<file path="src/rtl/rrm_pkg.sv">
package rrm_pkg;

  localparam int unsigned REC_WORDS = 4;

  typedef enum logic {
    FS_IDLE = 1'b0,
    FS_RUN  = 1'b1
  } fetch_state_e;

  // Round a stored length up to the slot granularity of the data path.
  function automatic logic [31:0] pad_bytes(input logic [31:0] rx, input logic wide);
    logic [31:0] m;
    m = wide ? 32'd3 : 32'd1;
    return ((rx - 32'd1) | m) + 32'd1;
  endfunction

endpackage

</file>
<file path="src/rtl/rrm_fetch.sv">
module rrm_fetch import rrm_pkg::*; #(
  parameter int unsigned OFS_W = 16
) (
  input  logic                 clk,
  input  logic                 rst,
  input  logic                 go,
  input  logic                 wide,
  input  logic [OFS_W-1:0]     upper,
  input  logic [OFS_W-1:0]     base,
  output logic                 mem_req,
  output logic [2*OFS_W-1:0]   mem_addr,
  input  logic                 mem_ack,
  input  logic [OFS_W-1:0]     mem_rdata,
  output logic                 busy,
  output logic                 done,
  output logic [2*OFS_W-1:0]   rec_addr,
  output logic [2*OFS_W-1:0]   rec_cnt
);
  localparam int unsigned IDX_W = $clog2(REC_WORDS);

  fetch_state_e     state;
  logic [IDX_W-1:0] idx;
  logic [OFS_W-1:0] ofs;
  logic [OFS_W-1:0] up_q;
  logic             wide_q;
  logic [OFS_W-1:0] wd [REC_WORDS];
  logic [OFS_W-1:0] step;

  assign step     = wide_q ? OFS_W'(4) : OFS_W'(2);
  assign mem_addr = {up_q, ofs};
  assign busy     = (state == FS_RUN) | done;
  assign rec_addr = {wd[1], wd[0]};
  assign rec_cnt  = {wd[3], wd[2]};

  always_ff @(posedge clk) begin
    if (rst) begin
      state   <= FS_IDLE;
      mem_req <= 1'b0;
      done    <= 1'b0;
      idx     <= '0;
      ofs     <= '0;
      up_q    <= '0;
      wide_q  <= 1'b0;
    end else begin
      done <= 1'b0;
      case (state)
        FS_IDLE: if (go) begin
          state   <= FS_RUN;
          mem_req <= 1'b1;
          idx     <= '0;
          ofs     <= base;
          up_q    <= upper;
          wide_q  <= wide;
        end
        FS_RUN: if (mem_ack) begin
          if (idx == IDX_W'(REC_WORDS - 1)) begin
            state   <= FS_IDLE;
            mem_req <= 1'b0;
            done    <= 1'b1;
          end else begin
            idx <= idx + 1'b1;
            ofs <= ofs + step;
          end
        end
        default: state <= FS_IDLE;
      endcase
    end
  end

  // One capture register per record word.
  for (genvar g = 0; g < REC_WORDS; g++) begin : g_word
    always_ff @(posedge clk) begin
      if (state == FS_RUN && mem_ack && idx == IDX_W'(g))
        wd[g] <= mem_rdata;
    end
  end


  addr_hold_chk: assert property (@(posedge clk) disable iff (rst)
    (mem_req && !mem_ack) |=> (mem_req && $stable(mem_addr)));

endmodule

</file>
<file path="src/rtl/rrm_ptr.sv">
module rrm_ptr #(
  parameter int unsigned OFS_W = 16
) (
  input  logic             clk,
  input  logic             rst,
  input  logic             adv,
  input  logic             wide,
  input  logic [OFS_W-1:0] start,
  input  logic [OFS_W-1:0] stop,
  input  logic [OFS_W-1:0] wr,
  input  logic             ld,
  input  logic [OFS_W-1:0] ld_val,
  output logic [OFS_W-1:0] rp,
  output logic             exhaust
);
  logic [OFS_W-1:0] nxt;
  logic [OFS_W-1:0] wrapped;

  assign nxt     = rp + (wide ? OFS_W'(16) : OFS_W'(8));
  assign wrapped = (nxt == stop) ? start : nxt;

  always_ff @(posedge clk) begin
    if (rst) begin
      rp      <= '0;
      exhaust <= 1'b0;
    end else begin
      exhaust <= 1'b0;
      if (adv) begin
        rp      <= wrapped;
        exhaust <= (wrapped == wr);
      end else if (ld) begin
        rp <= ld_val;
      end
    end
  end


  ptr_still_chk: assert property (@(posedge clk) disable iff (rst)
    (!adv && !ld) |=> $stable(rp));


  exhaust_meet_chk: assert property (@(posedge clk) disable iff (rst)
    exhaust |-> (rp == $past(wr)));

endmodule

</file>
<file path="src/rtl/rrm_pkt.sv">
module rrm_pkt import rrm_pkg::*; #(
  parameter int unsigned OFS_W = 16,
  parameter int unsigned LEN_W = 16
) (
  input  logic               wide,
  input  logic [LEN_W-1:0]   nbytes,
  input  logic [2*OFS_W-1:0] cur_addr,
  input  logic [2*OFS_W-1:0] cur_words,
  input  logic [OFS_W-1:0]   thr,
  output logic               fits,
  output logic [2*OFS_W-1:0] new_addr,
  output logic [2*OFS_W-1:0] new_words,
  output logic               near_end
);
  localparam int unsigned CW = 2 * OFS_W;
  localparam int unsigned FCS_BYTES = 4;

  logic [CW-1:0] rx;
  logic [CW-1:0] padded;

  assign rx        = {{(CW-LEN_W){1'b0}}, nbytes} + CW'(FCS_BYTES);
  assign padded    = CW'(pad_bytes(32'(rx), wide));
  assign fits      = {1'b0, padded} <= {cur_words, 1'b0};
  assign new_addr  = cur_addr + padded;
  assign new_words = cur_words - (padded >> 1);
  assign near_end  = new_words < {{OFS_W{1'b0}}, thr};

endmodule

</file>
<file path="src/rtl/rx_resource_ring.sv">
module rx_resource_ring #(
  parameter int unsigned OFS_W     = 16,
  parameter int unsigned LEN_W     = 16,
  parameter logic [15:0] THR_RESET = 16'h02F8
) (
  input  logic                 clk,
  input  logic                 rst,
  input  logic                 cfg_wide,
  input  logic [OFS_W-1:0]     ring_upper,
  input  logic [OFS_W-1:0]     ring_start,
  input  logic [OFS_W-1:0]     ring_end,
  input  logic [OFS_W-1:0]     ring_wr,
  input  logic                 rp_we,
  input  logic [OFS_W-1:0]     rp_wdata,
  input  logic                 thr_we,
  input  logic [OFS_W-1:0]     thr_wdata,
  input  logic                 fetch_req,
  output logic                 mem_req,
  output logic [2*OFS_W-1:0]   mem_addr,
  input  logic                 mem_ack,
  input  logic [OFS_W-1:0]     mem_rdata,
  input  logic                 pkt_valid,
  input  logic [LEN_W-1:0]     pkt_bytes,
  output logic                 pkt_done,
  output logic                 pkt_stored,
  output logic                 pkt_last,
  output logic                 evt_exhaust,
  output logic                 evt_overflow,
  output logic                 stalled,
  output logic                 busy,
  output logic [OFS_W-1:0]     rd_ptr,
  output logic [2*OFS_W-1:0]   buf_addr,
  output logic [2*OFS_W-1:0]   words_left
);
  localparam int unsigned CW = 2 * OFS_W;

  logic          f_busy, f_done, go, pending;
  logic [CW-1:0] rec_addr, rec_cnt;
  logic [OFS_W-1:0] thr;
  logic          fits, near_end, mark_last;
  logic [CW-1:0] new_addr, new_words;

  assign go        = !f_busy && (fetch_req || pending);
  assign busy      = f_busy | pending;
  assign mark_last = fits ? near_end : 1'b1;

  rrm_fetch #(.OFS_W(OFS_W)) u_fetch (
    .clk(clk), .rst(rst), .go(go), .wide(cfg_wide), .upper(ring_upper),
    .base(rd_ptr), .mem_req(mem_req), .mem_addr(mem_addr), .mem_ack(mem_ack),
    .mem_rdata(mem_rdata), .busy(f_busy), .done(f_done),
    .rec_addr(rec_addr), .rec_cnt(rec_cnt)
  );

  rrm_ptr #(.OFS_W(OFS_W)) u_ptr (
    .clk(clk), .rst(rst), .adv(f_done), .wide(cfg_wide), .start(ring_start),
    .stop(ring_end), .wr(ring_wr), .ld(rp_we), .ld_val(rp_wdata),
    .rp(rd_ptr), .exhaust(evt_exhaust)
  );

  rrm_pkt #(.OFS_W(OFS_W), .LEN_W(LEN_W)) u_pkt (
    .wide(cfg_wide), .nbytes(pkt_bytes), .cur_addr(buf_addr),
    .cur_words(words_left), .thr(thr), .fits(fits), .new_addr(new_addr),
    .new_words(new_words), .near_end(near_end)
  );

  always_ff @(posedge clk) begin
    if (rst) begin
      pending      <= 1'b0;
      stalled      <= 1'b0;
      thr          <= OFS_W'(THR_RESET);
      buf_addr     <= '0;
      words_left   <= '0;
      pkt_done     <= 1'b0;
      pkt_stored   <= 1'b0;
      pkt_last     <= 1'b0;
      evt_overflow <= 1'b0;
    end else begin
      pkt_done     <= 1'b0;
      pkt_stored   <= 1'b0;
      pkt_last     <= 1'b0;
      evt_overflow <= 1'b0;
      if (thr_we) thr <= thr_wdata;
      if (go) pending <= 1'b0;
      if (fetch_req && !go) pending <= 1'b1;
      if (f_done) begin
        buf_addr   <= rec_addr;
        words_left <= rec_cnt;
        stalled    <= 1'b0;
      end
      if (pkt_valid) begin
        pkt_done <= 1'b1;
        if (!stalled) begin
          if (fits) begin
            buf_addr   <= new_addr;
            words_left <= new_words;
            pkt_stored <= 1'b1;
          end else begin
            evt_overflow <= 1'b1;
          end
          pkt_last <= mark_last;
          if (mark_last) begin
            if (rd_ptr == ring_wr) stalled <= 1'b1;
            else                   pending <= 1'b1;
          end
        end
      end
    end
  end


  pkt_idle_chk: assert property (@(posedge clk) disable iff (rst)
    pkt_valid |-> !busy);


  refuse_last_chk: assert property (@(posedge clk) disable iff (rst)
    evt_overflow |-> (pkt_last && !pkt_stored));


  stall_cause_chk: assert property (@(posedge clk) disable iff (rst)
    $rose(stalled) |-> (pkt_done && pkt_last));


  stall_drop_chk: assert property (@(posedge clk) disable iff (rst)
    (stalled && pkt_valid) |=> ($stable(buf_addr) && $stable(words_left) && !pkt_stored));

endmodule

</file>
<file path="config.mk">
export PLATFORM = sky130hd
export DESIGN_NAME = rx_resource_ring
export DESIGN_NICKNAME = d
export VERILOG_FILES = /design/src/rtl/rrm_pkg.sv /design/src/rtl/rrm_fetch.sv /design/src/rtl/rrm_ptr.sv /design/src/rtl/rrm_pkt.sv /design/src/rtl/rx_resource_ring.sv
export SDC_FILE = /design/constraint.sdc
export NUM_CORES = 1
export LEC_CHECK = 0
export ABC_CLOCK_PERIOD_IN_PS = 6300
export BUFFER_PORTS_ARGS = -buffer_cell sky130_fd_sc_hd__buf_4
export CAP_MARGIN = 20
export CORE_ASPECT_RATIO = 1.2
export CORE_UTILIZATION = 43
export DETAILED_ROUTE_END_ITERATION = 10
export GPL_ROUTABILITY_DRIVEN = 0
export HOLD_SLACK_MARGIN = 0.08
export PLACE_DENSITY = 0.66
export SETUP_SLACK_MARGIN = 0.1
export SLEW_MARGIN = 20
export SYNTH_ARGS = -nofsm -noshare
export SYNTH_HDL_FRONTEND = slang
export SYNTH_HIERARCHICAL = 1
export SYNTH_SLANG_ARGS = --single-unit
</file>
<file path="constraint.sdc">
create_clock -name clk -period 6.3 [get_ports clk]
set_input_delay 1.26 -clock clk [delete_from_list [all_inputs] [get_ports clk]]
set_output_delay 1.26 -clock clk [all_outputs]
set_load 0.01 [all_outputs]
</file>
## Yosys cells after proc, flatten, opt, wreduce, memory -nomap -nowiden

Memories as Yosys holds them, arrays and structs flattened.
Index checks and enable logic that the tools add are counted.

- Flip-flop bits (word level): 141
- RAM bits: 64
- Word-level logic and storage cells: 130
- Memories kept: 1

- $add $sub $neg: 8
- Magnitude comparators: 2
- Equality and inequality tests: 10
- Multiplexer cells: 63
- Bitwise logic cells: 7
- Reductions and logical operators: 21

Memory list:

| name | depth | width | read ports | clocked after memory_dff | wr ports | line | source |
|---|---|---|---|---|---|---|---|
| u_fetch.wd | 4 | 16 | 4 | 0 | 1 | rrm_fetch.sv:26 | `logic [OFS_W-1:0] wd [REC_WORDS];` |

Operators with widths:

| kind | number |
|---|---|
| 2-to-1 mux 32 bit | 8 |
| 2-to-1 mux 16 bit | 9 |
| equality test 16 bit | 3 |
| OR reduction 16 bit | 3 |
| less-or-equal comparator 32 x 33 -> 1 bit | 1 |
| 2-to-1 mux 1 bit | 33 |
| adder 16 bit | 2 |
| adder 32 x 1 -> 32 bit, second input constant | 1 |
| adder 32 bit | 1 |
| less-than comparator 32 x 16 -> 1 bit | 1 |
| OR 32 bit | 1 |
| case mux 16 bit (2 select lines) | 1 |
| subtractor 32 x 1 -> 32 bit, second input constant | 1 |
| subtractor 32 x 31 -> 32 bit | 1 |
| adder 16 x 3 -> 17 bit, second input constant | 1 |
| 2-to-1 mux 2 bit | 7 |
| inequality test 2 bit, second input constant | 4 |
| logical AND 1 bit | 7 |
| AND reduction 3 bit | 2 |
| OR reduction 3 bit | 2 |
| 2-to-1 mux 5 bit | 1 |
| equality test 2 bit, second input constant | 2 |
| NOT 1 bit | 4 |
| case mux 1 bit (2 select lines) | 2 |
| other kinds (11) | 13 |

## Depth between registers and ports, before layout

Gate-level depths: netlist of the first run.

- Word-level depth: 10
- Gate-level depth with buffers: 27
- Depth with buffers taken out: 26

## Cells and area by module

Netlist of the first run, hierarchy kept.

By module, submodules not included:

| module | times used | cells each | area an instance (um^2) | sequential area each (um^2) |
|---|---|---|---|---|
| rx_resource_ring | 1 | 378 | 4067.7 | 1721.7 |
| rrm_pkt | 1 | 560 | 3868.7 | 0.0 |
| rrm_fetch | 1 | 298 | 3861.2 | 2682.6 |
| rrm_ptr | 1 | 219 | 1833.0 | 340.3 |

## Worst setup path before layout of the first run

Ideal clock, no wire load.

- Path type: input to register
- Start point: input pkt_bytes[0]
- End point: register stalled
- Data arrival time: 6.647 ns
- Data required time: 6.208 ns
- Setup slack: -0.439 ns
- Stages: 25
- Buffers on the path: 1
- Cell sequence: inv_1 > ha_1 > buf_6 > or4b_1 > o22ai_1 > a32oi_1 > or4b_4 > or4_4 > xor2_1 > ha_1 > a21o_1 > a2111oi_0 > nand3_1 > a41oi_1 > xnor2_1 > ha_1 > a21oi_1 > nor2b_1 > o21ai_0 > nand3b_1 > or4_1 > nor4_1 > inv_1 > a21o_1 > o32ai_1

- Longest elaborated chain between the ends: 10
- Elaborated cells on any way between the ends: 11

RTL lines:

| what | line | source |
|---|---|---|
| from (decl) | rx_resource_ring.sv:23 | `input logic [LEN_W-1:0] pkt_bytes,` |
| adder 16 x 3 -> 17 bit | rrm_pkt.sv:21 | `assign rx = {{(CW-LEN_W){1'b0}}, nbytes} + CW'(FCS_BYTES);` |
| subtractor 32 x 1 -> 32 bit | rrm_pkg.sv:14 | `return ((rx - 32'd1) \| m) + 32'd1;` |
| OR 32 bit | rrm_pkg.sv:14 |  |
| adder 32 x 1 -> 32 bit | rrm_pkg.sv:14 |  |
| subtractor 32 x 31 -> 32 bit | rrm_pkt.sv:25 | `assign new_words = cur_words - (padded >> 1);` |
| via new_words[13] | rx_resource_ring.sv:41 | `logic [CW-1:0] new_addr, new_words;` |
| less-than comparator 32 x 16 -> 1 bit | rrm_pkt.sv:26 | `assign near_end = new_words < {{OFS_W{1'b0}}, thr};` |
| via near_end | rx_resource_ring.sv:40 | `logic fits, near_end, mark_last;` |
| 2-to-1 mux 1 bit | rx_resource_ring.sv:45 | `assign mark_last = fits ? near_end : 1'b1;` |
| 2-to-1 mux 1 bit | rx_resource_ring.sv:101 | `if (mark_last) begin` |
| 2-to-1 mux 1 bit | rx_resource_ring.sv:92 | `if (!stalled) begin` |
| 2-to-1 mux 1 bit | rx_resource_ring.sv:90 | `if (pkt_valid) begin` |
| to (signal assigned) | rx_resource_ring.sv:69 | `stalled <= 1'b0;` |
| to (signal assigned) | rx_resource_ring.sv:88 | `stalled <= 1'b0;` |
| to (signal assigned) | rx_resource_ring.sv:102 | `if (rd_ptr == ring_wr) stalled <= 1'b1;` |
| to (decl) | rx_resource_ring.sv:29 | `output logic stalled,` |

The timed path passes the listed nets, and every way through them passes these cells.
A chain may end at the register's enable or synchronous reset.

## Final worst setup path of the first run

- Start point: input pkt_bytes[0]
- End point: register pending

- Longest elaborated chain between the ends: 10
- Elaborated cells on any way between the ends: 11

RTL lines:

| what | line | source |
|---|---|---|
| adder 16 x 3 -> 17 bit | rrm_pkt.sv:21 |  |
| subtractor 32 x 1 -> 32 bit | rrm_pkg.sv:14 |  |
| OR 32 bit | rrm_pkg.sv:14 |  |
| adder 32 x 1 -> 32 bit | rrm_pkg.sv:14 |  |
| subtractor 32 x 31 -> 32 bit | rrm_pkt.sv:25 |  |
| via new_words[13] | rx_resource_ring.sv:41 |  |
| less-than comparator 32 x 16 -> 1 bit | rrm_pkt.sv:26 |  |
| via near_end | rx_resource_ring.sv:40 |  |
| 2-to-1 mux 1 bit | rx_resource_ring.sv:45 |  |
| 2-to-1 mux 1 bit | rx_resource_ring.sv:101 |  |
| 2-to-1 mux 1 bit | rx_resource_ring.sv:92 |  |
| 2-to-1 mux 1 bit | rx_resource_ring.sv:90 |  |
| to (signal assigned) | rx_resource_ring.sv:83 | `if (go) pending <= 1'b0;` |
| to (signal assigned) | rx_resource_ring.sv:84 | `if (fetch_req && !go) pending <= 1'b1;` |
| to (signal assigned) | rx_resource_ring.sv:103 | `else pending <= 1'b1;` |
| to (decl) | rx_resource_ring.sv:37 | `logic f_busy, f_done, go, pending;` |

The timed path passes the listed nets, and every way through them passes these cells.

==> run summary, run 1 <==
Top_reg_cell synth: dfxtp_1
Routed via count: 12.3k
Final wirelength: 42200 µm
Fraction of layout cells with a size suffix above 1: 29.1%
Clk Latency, worst-skew pair: 540 ps
CORE AREA: 31300 µm²
Status: completed
Period minus WS final: 6060 ps
Nets: 1989
Die span in x: 165 µm
CTS tree: built
Slew of the pin with the lowest slew margin: 981 ps
Number of buffers created by CTS: 24
# H-tree levels: 1
CTS Root Cell: clkbuf_16
EDFF count, synth: 64
Initial antenna violation count: 1
Num rows: 71
Crit path DAT: 6530 ps
Die Y: 197 µm
Wire per inst: 19.2 µm
Commonest cells after routing, fill and taps aside: buf_4 (356), nor2_1 (140), dfxtp_1 (140)
Critical Path RT: 6770 ps
Initial Util: 43.6%
Nature of the critical path endpoint: flop
Hold slack: 455 ps
Final hold vios: 0
Fill cell count: 2857
Commonest non-fill, non-tap cell in the layout: buf_4
DR vias/cell: 5.61
Worst-path clk slew: 60 ps
Largest stage delay, worst path: 550 ps
Max-slew violations: 0
CP most frequent cell: a21o_1
Worst min-delay path category: reg2reg
Fmax: 165 MHz
Gr ovfl total: 0
Die area: 32400 µm²
Largest net degree at the start of global routing: 78
WS Path Type: in2reg
Pwr Density: 259 nW/µm²
Clk buf depth: 3
Tcrit/Tclk final: 96.1%
Drt drc: 0
Max Clock Skew: 18.8 ps
CTS sink cnt: 205
ANT nets after route: 0
Worst path slowest cell: or4_4
Syn Area/Cell: 9.37 µm²
RSZ-0062 raised after global routing: yes
Critical path's top delay family: simple AND/OR/NAND/NOR gates
IO Port Bufs: 255
CP startpoint kind: input port
Syn-to-layout area delta: 28.5%
GRT Resource Usage Total: 25.6%
Synth Register Bits: 205
First-pass GRT wire length: 64900 µm
Asr flop ratio synth: 0%
I/O pin total: 256
Setup TNS Final: 0 ps
Synth Cell Area: 13600 µm²
Number of max-cap violations: 0
Hold buffer count at cts: 0
Max Fanout on Critical Path: 3
Worst vdd ir: 181 µV
WP buf/inv: 4
Rel. slew slack: 34.6%
Dpl hpwl: 31600 µm
Sequential share of the synthesized area: 34.8%
DRT Pass-1 Iters: 6
Vias in the first global route: 12.0k
Synth unique cells: 95
LEAKAGE: 7.32 nW
YS warnings: 6
Initial drt markers: 775
Cells after Synth: 1455
Final setup fails: 0
## state kept, by name, summed over array words and instances, names as in the netlist, 2 cells and up
signal,cells
u_fetch/ofs,16
u_ptr/rp,16
words_left,32
u_fetch/wd,64
buf_addr,32
u_fetch/idx,2
u_fetch/up_q,16
thr,16
## kinds of logic after synthesis
group	after synthesis	share of synthesized area, %
AND/OR/NAND/NOR	466	18.0
AO/OA/AOI/OAI	321	17.9
flip-flops	205	34.8
buffers and inverters	149	5.47
XOR/XNOR	138	9.23
multiplexers	94	6.92
adder cells (fa/ha/maj)	80	7.56
other	2	0.0551
## metrics by stage
stage / setup WS (ps) / instances / total power, W / util [%] / area (µm²)
after floorplan: 11.3 / 1456 / 0.00247 / - / 13700
after global placement: -287 / 2145 / 0.00307 / 53.0 / 16600
after detailed placement: -430 / 2145 / 0.00309 / 53.0 / 16600
after CTS: 123 / 2189 / 0.00453 / 55.6 / 17400
after global routing: 56.0 / 2192 / 0.00477 / 56.0 / 17500
final: 244 / 2193 / 0.00453 / 56.0 / 17500
## tightest hold or removal path, cell delays in order (launching register included)
cell,delay [ps]
dfxtp_1,310
nand2_1,50
a21oi_1,50
## Yosys cell counts (7+ instances only)
library cell	number	area share, %
buf_4	7	0.39
inv_1	74	2.0
o21ai_0	34	1.2
and3_1	12	0.55
nand4_1	19	0.87
nor2_1	141	3.9
nor3b_1	9	0.50
clkbuf_1	25	0.69
o2111ai_1	7	0.45
nand3_1	28	1.0
a211oi_1	50	2.8
a21o_1	22	1.2
nor2b_1	29	1.3
nand2_1	96	2.6
buf_2	29	1.1
nor3_1	22	0.81
ha_1	76	7.0
a211o_1	9	0.58
mux2i_1	92	6.8
xnor2_1	56	3.6
a21oi_1	69	2.5
nor4_1	17	0.78
o211ai_1	8	0.44
o21a_1	13	0.72
dfxtp_1	141	21
nand2b_1	22	1.0
xor2_1	78	5.0
a211oi_2	49	4.5
edfxtp_1	64	14
a31oi_1	10	0.46
or3_1	10	0.46
## timing repair
item | CTS | global route
endpoints found under the setup margin | 2 | 3
resized for setup | 1 | 23
setup buffers | 0 | 3
pin swaps | 0 | 16
## layout make-up
cell class	count	area (µm²)	share of cell area, %
antenna	1	2.50	0.0143
clock buffer	29	639	3.65
clock inverter	15	163	0.929
inverter	75	300	1.71
multi-input combinational	1102	8320	47.5
sequential	205	4750	27.1
tap	401	502	2.87
timing repair buffer	365	2840	16.2
## where the power goes
part,switching (W),internal (W),total [W]
Sequential,0.000130,0.00145,0.00158
Clock,0.000603,0.000817,0.00142
Combinational,0.000803,0.000723,0.00153
Total,0.00154,0.00299,0.00453
## final timing paths
kind	start	to	slack (ps)	cells after the start
max	pkt_bytes[0]	pending	240	26
min	u_fetch/up_q[2]	u_fetch/up_q[2]	450	2
max reg2reg	words_left[0]	pending	1970	20
min reg2reg	u_fetch/up_q[2]	u_fetch/up_q[2]	450	2
## layer usage
layer	vias up	routed length, µm	track usage [%]
met2	445	21000	45.4
li1	5891	-	-
met3	108	2740	4.91
met4	0	2100	12.4
met1	5853	16300	29.2
met5	-	0	0
No activity file was read; power rests on OpenSTA's default activity.
==> run 2, diff against run 1 <==
- CELL_PAD_IN_SITES_DETAIL_PLACEMENT: not set -> 1
- CELL_PAD_IN_SITES_GLOBAL_PLACEMENT: not set -> 2
- CORE_UTILIZATION: 43 -> 31
- PLACE_DENSITY: 0.66 -> 0.76
==> run 2 against run 1 <==
The run now ends with design-rule violations left. Utilization is 15 points lower. Power grew 3.6%. Wire length rose by 18%. Count of clock-buffer cells in the layout grew 8. Non-clock buffer count is 5 higher. Fmax decreased by 2.8%. Critical path type unchanged. Critical endpoint unchanged.
==> run summary, run 2 (synthesis gave the netlist of run 1 again) <==
Status: finished, violations left (was completed)
Failing checks: design-rule violations
Largest Register: u_fetch/wd (unchanged)
CTS Root Cell: clkbuf_16 (unchanged)
Pwr Density: 264 nW/µm² (was 259 nW/µm²)
Routed via count: 12.3k (about the same)
Worst hold path depth: 2 (unchanged)
Wire per inst: 21.2 µm (was 19.2 µm)
Number of buffers created by CTS: 26 (was 24)
Initial drt markers: 635 (was 775)
CP startpoint kind: input port (unchanged)
Vias in the first global route: 13.2k (was 12.0k)
I/O pin total: 256 (unchanged)
DRT Pass-1 Iters: 10 (was 6)
Critical Path RT: 6790 ps (was 6770 ps)
Gr ovfl total: 0 (unchanged)
Fill cell count: 4948 (was 2857)
Placed Cells incl. Taps: 2298 (was 2145)
Commonest non-fill, non-tap cell in the layout: buf_4 (unchanged)
Initial Util: 31.6% (was 43.6%)
Worst-path clk slew: 60 ps (about the same)
GRT Resource Usage Total: 21.8% (was 25.6%)
Crit path DAT: 6720 ps (was 6530 ps)
First-pass GRT wire length: 76000 µm (was 64900 µm)
Largest net degree at the start of global routing: 78 (unchanged)
Die Y: 232 µm (was 197 µm)
Period minus WS final: 6230 ps (was 6060 ps)
Tcrit/Tclk final: 98.9% (was 96.1%)
Max-slew violations: 0 (unchanged)
DR vias/cell: 5.24 (was 5.61)
Worst min-delay path category: reg2reg (unchanged)
Die span in x: 193 µm (was 165 µm)
Drt drc: 15 (was 0)
Final setup fails: 0 (unchanged)
Final hold vios: 0 (unchanged)
Initial antenna violation count: 1 (unchanged)
Placed Area: 16700 µm² (was 16600 µm²)
# H-tree levels: 1 (unchanged)
Hold buffer count at cts: 0 (unchanged)
Reg2reg start: words_left[0] (unchanged)
Max reg flops: 64 (unchanged)
Clk buf depth: 3 (unchanged)
Top flop regs: u_fetch/wd: 64 flops, buf_addr: 32 flops, words_left: 32 flops (unchanged)
Worst vdd ir: 181 µV (about the same)
Fmax: 161 MHz (was 165 MHz)
Max Fanout on Critical Path: 3 (unchanged)
Rel. slew slack: 31.1% (was 34.6%)
Syn-to-layout area delta: 30.5% (was 28.5%)
Reg2Reg Setup Slack: 1770 ps (was 1970 ps)
Hold slack: 456 ps (was 455 ps)
Worst hold path endpoint: u_fetch/up_q[1] (was u_fetch/up_q[2])
Hold path start: u_fetch/up_q[1] (was u_fetch/up_q[2])
CTS sink cnt: 205 (unchanged)
RSZ-0062 raised after global routing: yes (unchanged)
N_diodes: 0 (was 1)
Nets: 1996 (was 1989)
Final instance area: 17800 µm² (was 17500 µm²)
Fraction of layout cells with a size suffix above 1: 29.1% (about the same)
Final core utilization: 41.3% (was 56.0%)
IO Port Bufs: 255 (unchanged)
Num rows: 83 (was 71)
LEAKAGE: 7.35 nW (was 7.32 nW)
Slew of the pin with the lowest slew margin: 1030 ps (was 981 ps)
Clk Latency, worst-skew pair: 550 ps (was 540 ps)
CORE AREA: 43100 µm² (was 31300 µm²)
Final wirelength: 49700 µm (was 42200 µm)
Finished Layout Cells: 2350 (was 2193)
CTS tree: built (unchanged)
Die area: 44800 µm² (was 32400 µm²)
Critical R2R Capture: pending (unchanged)
Dpl hpwl: 37600 µm (was 31600 µm)
Tot Pwr: 0.00469 W (was 0.00453 W)
Nature of the critical path endpoint: flop (unchanged)
Worst r2r path cells: 20 (unchanged)
ANT nets after route: 0 (unchanged)
WS Path Type: in2reg (unchanged)
Number of max-cap violations: 0 (unchanged)
Commonest cells after routing, fill and taps aside: buf_4 (366), nor2_1 (141), dfxtp_1 (140) (was buf_4 (356), nor2_1 (140), dfxtp_1 (140))
Max Clock Skew: 15.9 ps (was 18.8 ps)
## run 2: repair_timing
item,CTS,global route
setup buffers,3,3
resized for setup,6,24
setup endpoints to repair,3,4
endpoints found under the hold margin,0,0
pin swaps,6,14
## run 2: through the flow
| step | setup slack (ps) | setup TNS [ps] |
|---|---|---|
| CTS | 106 | 0 |
| detailed placement | -585 | -2740 |
| finish | 70.2 | 0 |
| floorplan | 11.3 | 0 |
| global route | -39.1 | -62.3 |
| global placement | -409 | -1130 |
## run 2: power breakdown
part           leakage [nW]  total, W  internal, W  switching (W)
Combinational          5.20   0.00158     0.000739       0.000843
Clock                 0.407   0.00152     0.000909       0.000609
Sequential             1.74   0.00159      0.00145       0.000137
Total                  7.35   0.00469      0.00310        0.00159
## run 2: layout make-up
cell class	count	area (µm²)	share of cell area [%]
Multi-Input combinational cell	1102	8380	47.1
Inverter	75	300	1.69
Tap cell	552	691	3.88
Clock buffer	37	712	4.00
Clock inverter	9	139	0.781
Timing Repair Buffer	370	2810	15.8
Sequential cell	205	4750	26.7
## run 2: worst max path at each step
stage / from / endpoint / slack [ps] / cells after the start
floorplan: pkt_bytes[0] / pending / 10 / 26
global placement: pkt_bytes[0] / pending / -410 / 26
detailed placement: pkt_bytes[0] / pending / -590 / 26
CTS: pkt_bytes[0] / pending / 110 / 27
global route: pkt_bytes[0] / pending / -40 / 24
finish: pkt_bytes[0] / pending / 70 / 26
## run 2: worst max-delay path: stages
cell       delay (ps)
buf_12            100
inv_12             30
ha_4              150
or4b_4            490
o22ai_4           190
a32oi_2            90
or4b_4            550
or4_4             480
xor2_4            210
ha_4              230
a21o_4            230
a2111oi_4         290
nand3_2           160
a41oi_4           240
xnor2_2           150
ha_1              280
a21oi_2           150
nor2b_1            60
o21ai_1           130
nand3b_1          110
or4_4             440
nor4_4            270
inv_1              90
a21o_1            190
clkinv_2           50
a21o_1             90
## run 2: layer usage
metal	routed length (µm)	part of all wire [%]	global-route usage, %	vias to the layer above
met5	0	0	0	-
met1	20000	40	24.6	6030
li1	-	-	-	5899
met3	2590	5.2	3.92	78
met4	1720	3.5	8.30	0
met2	25400	51	40.5	304
==> run 3, diff against run 2 <==
- BUFFER_PORTS_ARGS: -buffer_cell sky130_fd_sc_hd__buf_4 -> not set
- CORE_UTILIZATION: 31 -> 35
- DONT_BUFFER_PORTS: not set -> 1
- SYNTH_HIERARCHICAL: 1 -> not set
==> run 3 against run 2 <==
Sequential share of layout area fell by 1.5 points. Non-clock buffer count fell by 105. Die area fell by 2.5%. The run now ends clean. Highest routed layer unchanged. Critical path depth rose by 1. Sequential cell count did not move. Combinational power rose by 17%. Register-to-register slack got worse by 120 ps. Critical endpoint unchanged. Largest cell class unchanged.
==> run summary, run 3 <==
DR vias/cell: 5.73 (was 5.24)
Syn Area/Cell: 8.60 µm² (was 9.37 µm²)
Clk Latency, worst-skew pair: 570 ps (was 550 ps)
Final instance area: 18900 µm² (was 17800 µm²)
Switching power of the nets: 0.00177 W (was 0.00159 W)
Pint: 0.00330 W (was 0.00310 W)
Period minus WS final: 6050 ps (was 6230 ps)
Largest Register: u_fetch.wd (was u_fetch/wd)
Top-count cell post-synth: nor2_1
Finished Layout Cells: 2508 (was 2350)
Worst vdd ir: 203 µV (was 181 µV)
Top-area cell type share of the netlist area: 18.8% (was 20.7%)
I/O pin total: 256 (unchanged)
WS Path Type: in2reg (unchanged)
Synth area leaders: dfxtp_1 (19%), edfxtp_1 (13%), ha_1 (9.9%), mux2i_1 (5.7%), a211oi_1 (5.0%) (was dfxtp_1 (21%), edfxtp_1 (14%), ha_1 (7.0%), mux2i_1 (6.8%), xor2_1 (5.0%))
ANT nets after route: 0 (unchanged)
Hold buffer count at cts: 0 (unchanged)
Max Fanout on Critical Path: 7 (was 3)
CP startpoint kind: input port (unchanged)
IO Port Bufs: 0 (was 255)
Nets: 2196 (was 1996)
Fmax: 165 MHz (was 161 MHz)
Sequential Area: 4750 µm² (unchanged)
DRT Pass-1 Iters: 6 (was 10)
Placed Area: 17200 µm² (was 16700 µm²)
CTS tree: built (unchanged)
Post-synth top cells: nor2_1 (145), dfxtp_1 (141), nand2_1 (120) (was dfxtp_1 (141), nor2_1 (141), nand2_1 (96))
Placed Cells incl. Taps: 2436 (was 2298)
Initial drt markers: 627 (was 635)
Power share of the combinational group: 36.4% (was 33.7%)
Initial antenna violation count: 7 (was 1)
Worst-path clk slew: 60 ps (about the same)
Worst min-delay path category: reg2reg (unchanged)
Number of buffers created by CTS: 26 (unchanged)
Pwr Density: 269 nW/µm² (was 264 nW/µm²)
Final hold vios: 0 (unchanged)
Asr flop ratio synth: 0% (unchanged)
# H-tree levels: 1 (unchanged)
Commonest non-fill, non-tap cell in the layout: buf_4 (unchanged)
Multi-input gate area: 10100 µm² (was 8380 µm²)
Top_reg_cell synth: dfxtp_1 (unchanged)
Clk buf depth: 3 (unchanged)
LEAKAGE: 7.60 nW (was 7.35 nW)
Final setup fails: 0 (unchanged)
Power share of the clock group: 31.2% (was 32.4%)
Synth unique cells: 80 (was 95)
Sequential share of the synthesized area: 31.6% (was 34.8%)
Nature of the critical path endpoint: flop (unchanged)
Status: completed (was finished, violations left)
First-pass GRT wire length: 88900 µm (was 76000 µm)
Sequential power share: 32.4% (was 33.9%)
Routed via count: 14.4k (was 12.3k)
CORE AREA: 42100 µm² (was 43100 µm²)
Post-Place Worst Slack: -986 ps (was -585 ps)
YS warnings: 0 (was 6)
RSZ-0062 raised after global routing: yes (unchanged)
Synth Register Bits: 205 (unchanged)
Max Clock Skew: 21.3 ps (was 15.9 ps)
Syn-to-layout area delta: 25.8% (was 30.5%)
Rel. slew slack: 25.5% (was 31.1%)
Switching share of power: 34.9% (was 33.9%)
Vias in the first global route: 15.1k (was 13.2k)
Setup ws final: 252 ps (was 70.2 ps)
Die area: 43700 µm² (was 44800 µm²)
Initial Util: 35.7% (was 31.6%)
Dpl hpwl: 45600 µm (was 37600 µm)
Final core utilization: 44.9% (was 41.3%)
Largest net degree at the start of global routing: 135 (was 78)
GRT Resource Usage Total: 26.4% (was 21.8%)
Crit path DAT: 6550 ps (was 6720 ps)
Setup TNS Final: 0 ps (unchanged)
Gr ovfl total: 0 (unchanged)
Synth Cell Area: 15000 µm² (was 13600 µm²)
Number of max-cap violations: 0 (unchanged)
Mapped Nets: 2003
Area leader, netlist: dfxtp_1 (unchanged)
CTS sink cnt: 205 (unchanged)
Reg2Reg Setup Slack: 1650 ps (was 1770 ps)
Die span in x: 191 µm (was 193 µm)
Slew of the pin with the lowest slew margin: 1120 ps (was 1030 ps)
Num rows: 82 (was 83)
Fill cell count: 4892 (was 4948)
Fraction of layout cells with a size suffix above 1: 21.8% (was 29.1%)
Drt drc: 0 (was 15)
Critical Path RT: 6810 ps (was 6790 ps)
Cells after Synth: 1744 (was 1455)
Max-slew violations: 0 (unchanged)
Final wirelength: 60300 µm (was 49700 µm)
Commonest cells after routing, fill and taps aside: buf_4 (259), nor2_1 (143), dfxtp_1 (140) (was buf_4 (366), nor2_1 (141), dfxtp_1 (140))
EDFF count, synth: 64 (unchanged)
Die Y: 229 µm (was 232 µm)
Wire per inst: 24.0 µm (was 21.2 µm)
Top flop regs: u_fetch.wd: 64 flops, buf_addr: 32 flops, words_left: 32 flops (was u_fetch/wd: 64 flops, buf_addr: 32 flops, words_left: 32 flops)
CTS Root Cell: clkbuf_16 (unchanged)
Tcrit/Tclk final: 96.0% (was 98.9%)
Max reg flops: 64 (unchanged)
run 3: changes by cell type after synthesis, moves of 30 or more:
| cell | previous run | this run |
|---|---|---|
| a21oi_1 | 69 | 113 |
| clkbuf_1 | 25 | 72 |
| inv_1 | 74 | 113 |
| a211oi_1 | 50 | 100 |
| ha_1 | 76 | 119 |
| o21ai_0 | 34 | 64 |
| a211oi_2 | 49 | 1 |
run 3: cell type report:
type | count | area share (%)
Multi-Input combinational cell | 1325 | 53.4
Antenna cell | 6 | 0.0796
Clock inverter | 12 | 0.849
Clock buffer | 35 | 3.85
Tap cell | 546 | 3.62
Inverter | 114 | 2.28
Timing Repair Buffer | 265 | 10.8
Sequential cell | 205 | 25.2
run 3: power groups by stage:
stage	Sequential, W	Clock, W	Combinational [W]
2_1_floorplan	0.00159	0	0.00105
6_report	0.00165	0.00158	0.00185
3_3_place_gp	0.00167	0	0.00165
3_5_place_dp	0.00167	0	0.00170
5_1_grt	0.00166	0.00166	0.00202
4_1_cts	0.00165	0.00161	0.00176
run 3: cells by family after synthesis:
| logic type | after synthesis | synth area share [%] |
|---|---|---|
| compound gates | 459 | 20.6 |
| mux | 96 | 6.49 |
| fa+ha+maj | 123 | 10.5 |
| xor+xnor | 135 | 8.11 |
| buf+inv | 214 | 5.61 |
| flops | 205 | 31.6 |
| simple gates | 512 | 17.1 |
run 3: path summary, 6_finish.rpt:
path             startpoint             end  cells after the start
min          u_fetch.wide_q  u_fetch.wide_q                      2
max reg2reg   words_left[1]         pending                     21
max            pkt_bytes[3]         pending                     27
min reg2reg  u_fetch.wide_q  u_fetch.wide_q                      2
run 3: critical path, cell delays in order:
cell	delay, ps
ha_4	190
and3_4	210
o211ai_1	140
buf_4	180
a211oi_4	290
xnor2_2	160
nor2b_4	180
and4_4	230
buf_4	120
xnor2_2	140
ha_2	360
a21oi_1	210
o21ai_0	160
a21o_1	210
buf_4	160
xnor2_4	200
ha_1	290
nand4_1	130
nor2_2	80
a2111oi_4	330
o2111ai_2	240
a211oi_2	190
nand4b_1	150
nor4_2	280
a31oi_2	220
inv_1	110
a21o_1	110
run 3: stage by stage:
step | hold slack, ps | total power (W)
after floorplan | 453 | 0.00264
final | 495 | 0.00508
after CTS | 500 | 0.00502
after global placement | 469 | 0.00332
after detailed placement | 485 | 0.00337
after global routing | 515 | 0.00534
run 3: timing repair:
item                                   in CTS  in global routing
setup endpoints to repair                   3                  4
pin swaps                                  18                 42
resized for setup                          31                 83
buffers inserted                            7                 12
endpoints found under the hold margin       0                  0
run 3: routing by layer:
layer	vias to the layer above	wire [µm]	track usage, %
met1	7124	22100	28.3
met4	0	2960	12.7
li1	6705	-	-
met5	-	0	0
met3	135	4210	6.30
met2	414	31000	48.0
